**config.mk**
```make
export PLATFORM = sky130hd
export DESIGN_NAME = scaler_snap_bank
export DESIGN_NICKNAME = d
export VERILOG_FILES = /design/src/rtl/scaler_snap_pkg.sv /design/src/rtl/scaler_snap_ts.sv /design/src/rtl/scaler_snap_counter.sv /design/src/rtl/scaler_snap_rdmux.sv /design/src/rtl/scaler_snap_bank.sv
export SDC_FILE = /design/constraint.sdc
export NUM_CORES = 2
export LEC_CHECK = 0
export ABC_CLOCK_PERIOD_IN_PS = 2600
export BUFFER_PORTS_ARGS = -buffer_cell sky130_fd_sc_hd__buf_2
export CORE_ASPECT_RATIO = 0.9
export CORE_UTILIZATION = 30
export DETAILED_ROUTE_END_ITERATION = 10
export PLACE_DENSITY = 0.44
export SYNTH_ARGS = -nofsm -noshare
export SYNTH_HDL_FRONTEND = slang
export SYNTH_SLANG_ARGS = --single-unit
export TNS_END_PERCENT = 100
```
**constraint.sdc**
```tcl
create_clock -name clk -period 2.6 [get_ports clk]
set_input_delay 0.78 -clock clk [delete_from_list [all_inputs] [get_ports clk]]
set_output_delay 0.78 -clock clk [all_outputs]
set_load 0.05 [all_outputs]
```
**src/rtl/scaler_snap_pkg.sv**
```systemverilog
package scaler_snap_pkg;
  // Register index map (byte address = index * 4)
  localparam int TS_INDEX    = 6;   // timestamp read / snapshot, counter clear on write
  localparam int SHADOW_BASE = 16;  // first shadow register index

  typedef struct packed {
    logic snap;   // copy counters into shadows
    logic clear;  // reset counters
  } bank_ctl_t;
endpackage

```
**src/rtl/scaler_snap_ts.sv**
```systemverilog
module scaler_snap_ts #(
  parameter int CNT_W = 32
) (
  input  logic             clk,
  input  logic             rst_n,
  output logic [CNT_W-1:0] ts
);
  always_ff @(posedge clk or negedge rst_n) begin
    if (!rst_n) ts <= '0;
    else        ts <= ts + 1'b1;
  end
endmodule

```
**src/rtl/scaler_snap_counter.sv**
```systemverilog
module scaler_snap_counter #(
  parameter int CNT_W = 32
) (
  input  logic             clk,
  input  logic             rst_n,
  input  logic             ev,
  input  logic             clear,
  input  logic             snap,
  output logic [CNT_W-1:0] cnt,
  output logic [CNT_W-1:0] shadow
);
  logic [CNT_W-1:0] inc;
  assign inc = {{(CNT_W-1){1'b0}}, ev};

  // Clear keeps the event of the clear cycle
  always_ff @(posedge clk or negedge rst_n) begin
    if (!rst_n)     cnt <= '0;
    else if (clear) cnt <= inc;
    else            cnt <= cnt + inc;
  end

  // Shadow takes the value before this cycle's event
  always_ff @(posedge clk or negedge rst_n) begin
    if (!rst_n)    shadow <= '0;
    else if (snap) shadow <= cnt;
  end
endmodule

```
**src/rtl/scaler_snap_rdmux.sv**
```systemverilog
module scaler_snap_rdmux
  import scaler_snap_pkg::*;
#(
  parameter int NUM_CH = 32,
  parameter int CNT_W  = 32,
  parameter int IDX_W  = 6
) (
  input  logic             clk,
  input  logic             rst_n,
  input  logic             rd_en,
  input  logic [IDX_W-1:0] reg_idx,
  input  logic [CNT_W-1:0] ts,
  input  logic [CNT_W-1:0] shadow [NUM_CH],
  output logic             rd_valid,
  output logic [CNT_W-1:0] rd_data
);
  localparam int SEL_W = (NUM_CH > 1) ? $clog2(NUM_CH) : 1;

  logic [IDX_W-1:0] rel;
  logic [SEL_W-1:0] sel;
  logic             in_bank;
  logic [CNT_W-1:0] rd_next;

  assign rel     = reg_idx - IDX_W'(SHADOW_BASE);
  assign sel     = rel[SEL_W-1:0];
  assign in_bank = (int'(reg_idx) >= SHADOW_BASE) &&
                   (int'(reg_idx) <  SHADOW_BASE + NUM_CH);

  always_comb begin
    rd_next = '0;
    if (int'(reg_idx) == TS_INDEX) rd_next = ts;
    else if (in_bank)              rd_next = shadow[sel];
  end

  always_ff @(posedge clk or negedge rst_n) begin
    if (!rst_n) begin
      rd_valid <= 1'b0;
      rd_data  <= '0;
    end else begin
      rd_valid <= rd_en;
      if (rd_en) rd_data <= rd_next;
    end
  end
endmodule

```
**src/rtl/scaler_snap_bank.sv**
```systemverilog
module scaler_snap_bank
  import scaler_snap_pkg::*;
#(
  parameter int NUM_CH = 32,
  parameter int CNT_W  = 32,
  parameter int IDX_W  = 6
) (
  input  logic              clk,
  input  logic              rst_n,
  input  logic [NUM_CH-1:0] ev_in,
  input  logic [IDX_W-1:0]  reg_idx,
  input  logic              rd_en,
  input  logic              wr_en,
  output logic              rd_valid,
  output logic [CNT_W-1:0]  rd_data
);
  localparam int TOP_IDX = SHADOW_BASE + NUM_CH - 1;

  if (TOP_IDX >= (1 << IDX_W)) begin : g_bad_idx_w
    $error("IDX_W too narrow for the shadow register range");
  end

  bank_ctl_t        ctl;
  logic [CNT_W-1:0] ts_q;
  logic [CNT_W-1:0] cnt_q    [NUM_CH];
  logic [CNT_W-1:0] shadow_q [NUM_CH];

  assign ctl.snap  = rd_en && (int'(reg_idx) == TS_INDEX);
  assign ctl.clear = wr_en && (int'(reg_idx) == TS_INDEX);

  scaler_snap_ts #(.CNT_W(CNT_W)) u_ts (
    .clk   (clk),
    .rst_n (rst_n),
    .ts    (ts_q)
  );

  for (genvar i = 0; i < NUM_CH; i++) begin : g_ch
    scaler_snap_counter #(.CNT_W(CNT_W)) u_cnt (
      .clk    (clk),
      .rst_n  (rst_n),
      .ev     (ev_in[i]),
      .clear  (ctl.clear),
      .snap   (ctl.snap),
      .cnt    (cnt_q[i]),
      .shadow (shadow_q[i])
    );
  end

  scaler_snap_rdmux #(.NUM_CH(NUM_CH), .CNT_W(CNT_W), .IDX_W(IDX_W)) u_mux (
    .clk      (clk),
    .rst_n    (rst_n),
    .rd_en    (rd_en),
    .reg_idx  (reg_idx),
    .ts       (ts_q),
    .shadow   (shadow_q),
    .rd_valid (rd_valid),
    .rd_data  (rd_data)
  );
endmodule

```
==> run summary <==
WL/cell: 22.6 microns
synth top area cells: dfrtp_1 54%, mux2_2 12%, xor2_1 4.9%
Syn Std Cell Area: 98,400 sq um
post-route setup slack: -25.6 ps
Port-buffer cells: 74
Critical Path End Type: flop
initial core utilization: 0.301
via count: 66,906
Avg Inst Size Synth: 11.8 sq um
H-tree depth: 4
post-synthesis sequential area ratio: 0.537
Layout area overhead: 19.2%
Chip Width: 606 microns
multiplexer share of the synthesized area: 0.178
pwr/cell area: 696 nW/um^2
Worst-Margin Slew: 771 ps
detailed placer's ending HPWL: 222,000 microns
Yosys warnings: 0
Via-to-Cell Ratio: 4.99
Synth Area in Adders: 0.00839
gp weighted congestion: 0.820
flops & latches, synth: 2,113
ys async rst share: 1.00
placed cell count: 12,947
gr usage total: 0.183
hold path endpoint: g_ch[6].u_cnt.cnt[0]$_DFF_PN0_
Clock Sinks: 2,113
post-CTS setup repair buffer count: 0
unrepaired setup endpoints after global routing: no
Setup violations, final: 1
router iterations before antenna repair: 5
peak supply drop: 0.541 mV
Hold Crit Class: in2reg
Hold Crit Depth: 3
Setup CP Type: in2reg
Post-Synth XOR/XNOR Area: 0.0773
max-slew violations: 0
f_max: 381 MHz
WHS: 80.8 ps
layout cells sized above 1: 0.269
global-route wire length before repair: 459,000 microns
crit path time final: 2630 ps
MaxCap Viol Count: 0
Final Skew: 57.9 ps
hold path start: ev_in[6]
largest net degree at the start of global routing: 112
drt drc: 0
predominant post-synthesis flop cell: dfrtp_1
critical path fanouts, max: 47
Core Rows: 199
Worst R2R Setup Slack: 190 ps
arrival time at the worst endpoint: 3420 ps
reg2reg start: g_ch[18].u_cnt.cnt[1]$_DFF_PN0_
type of origin of the critical path: input pin
initial antenna violation count: 15
cell chain of the critical path: buf_8, buf_12, buf_12, mux2i_1, a221o_1, o21ai_0, a21oi_1, buf_4, o21ai_0
Clock transition at path regs: 60 ps
Die Footprint: 330,000 sq um
count of final hold-check violations: 0
Reg2Reg Capture Point: g_ch[18].u_cnt.cnt[31]$_DFF_PN0_
filler instances: 31,722
CTS tree: done
Final nets: 8,983
most common cell after layout, fill and taps aside: dfrtp_1
Compound-Gate Fraction of Synth Area: 0.0375
cells after synthesis: 8,325
Post-Synth Simple-Gate Area: 0.138
synth unique cells: 56
Antenna Nets Post-Route: 0
commonest non-fill, non-tap cells in the layout: 2,100 x dfrtp_1, 1,040 x mux2_2, 959 x nor2_1
Synthesized Nets: 8,433
Boundary Pins: 75
CP max stage cell: o21ai_0
worst-case clock buffer depth: 4
GRT overflow: 0
placed cell areas: 109,000 sq um
fin crit share: 1.01
core area: 326,000 sq um
Yosys top cell area share: 0.537
final non-filler cell total: 13,399
CTS Root Cell: clkbuf_16
final instance area: 117,000 sq um
Max transition margin: 0.481
Leak Pwr: 0.0536 uW
Iteration-0 DRC Markers: 4,896
largest family of logic cells by synthesized area: multiplexers
cells on worst reg2reg path: 7
Post-synth EDFFs: 0
Critical Path Max Stage Delay: 610 ps
failing checks: negative setup slack
CTS Buf Count: 245
Die H: 545 microns
number of global-route vias before repair: 67,373
status: complete, but fails checks
Total Wirelength: 303,000 microns
Yosys top cell by area: dfrtp_1
Setup WS pre-CTS: -1050 ps
clock latency on the worst-skew pair: 920 ps
Worst EP required: 3390 ps
## critical path, delay by kind of cell
family	cells	cell delay (ps)
mux	1	140
buf+inv	4	970
compound gates	4	1380
## routing by layer
layer | vias to the layer above | wire (microns) | GRT usage
met5 | - | 0 | 0
met4 | 0 | 8990 | 0.0495
met3 | 400 | 9540 | 0.0200
met2 | 1104 | 135000 | 0.279
met1 | 34649 | 149000 | 0.274
li1 | 30753 | - | -
## logic make-up after synthesis
group / after synthesis
flops: 2113
fa+ha+maj: 66
mux: 1382
simple gates: 2798
buf+inv: 534
compound gates: 564
xor+xnor: 868
## cell type report
| cell class | count | area [sq um] | area share |
|---|---|---|---|
| Tap cell | 4321 | 5410 | 0.0461 |
| Timing Repair Buffer | 728 | 7040 | 0.0600 |
| Clock buffer | 359 | 7220 | 0.0616 |
| Sequential cell | 2113 | 52900 | 0.451 |
| Inverter | 109 | 410 | 0.00350 |
| Antenna cell | 6 | 15.0 | 0.000128 |
| Clock inverter | 85 | 882 | 0.00752 |
| Multi-Input combinational cell | 5678 | 43400 | 0.370 |
## how the worst max path moves through the flow
stage / start / to / slack, ps
after floorplan: reg_idx[4] / g_ch[10].u_cnt.shadow[31]$_DFFE_PN0P_ / -90
after global placement: reg_idx[0] / u_mux.rd_data[9]$_DFFE_PN0P_ / -1100
after detailed placement: reg_idx[0] / u_mux.rd_data[9]$_DFFE_PN0P_ / -1050
after CTS: u_mux.rd_data[25]$_DFFE_PN0P_ / rd_data[25] / 0.06
after global routing: u_mux.rd_data[18]$_DFFE_PN0P_ / rd_data[18] / 30
final: reg_idx[0] / u_mux.rd_data[8]$_DFFE_PN0P_ / -30
## flip-flops by register name, summed over array words and instances (netlist names)
register and count:
g_ch.u_cnt.cnt 1024, g_ch.u_cnt.shadow 1024, u_mux.rd_data 32, u_mux.rd_valid 1, u_ts.ts 32
## Yosys cell counts, types with 13 or more instances
library cell / number
nand2_1: 499
nor4_2: 13
nor4_1: 103
o211a_1: 16
ha_1: 66
a21oi_1: 146
xor2_1: 550
and3_1: 133
a22oi_1: 93
nand3_1: 392
nor2_1: 961
buf_4: 13
dfrtp_1: 2113
buf_2: 123
and2_1: 45
nor3_1: 114
o21ai_0: 134
and4_1: 53
nand4_1: 290
mux4_2: 192
xnor2_1: 318
or4_1: 64
o31ai_1: 48
mux2_2: 1040
a221o_1: 16
a31o_2: 37
or3_1: 77
o211ai_1: 46
mux2i_1: 150
inv_1: 108
clkbuf_1: 263
buf_1: 23
a221oi_1: 22
## per-stage QoR
stage | setup TNS, ps | utilization | power, uW
finish | -25.6 | 0.359 | 81600
global route | 0 | 0.359 | 85200
CTS | 0 | 0.359 | 82800
detailed placement | -729430 | 0.334 | 47200
global placement | -743760 | 0.334 | 46900
floorplan | -15790 | - | 42900
## what timing repair did
item / CTS / global route
hold buffers: 2 / 0
hold endpoints to repair: 11 / 0
setup endpoints to repair: 21 / 0
resized for setup: 29 / 0
## report_power, final
| group | switching, uW | internal [uW] |
|---|---|---|
| logic | 4470 | 3570 |
| registers | 3080 | 35400 |
| clock network | 14400 | 20700 |
No activity file was read; power rests on OpenSTA's default activity.
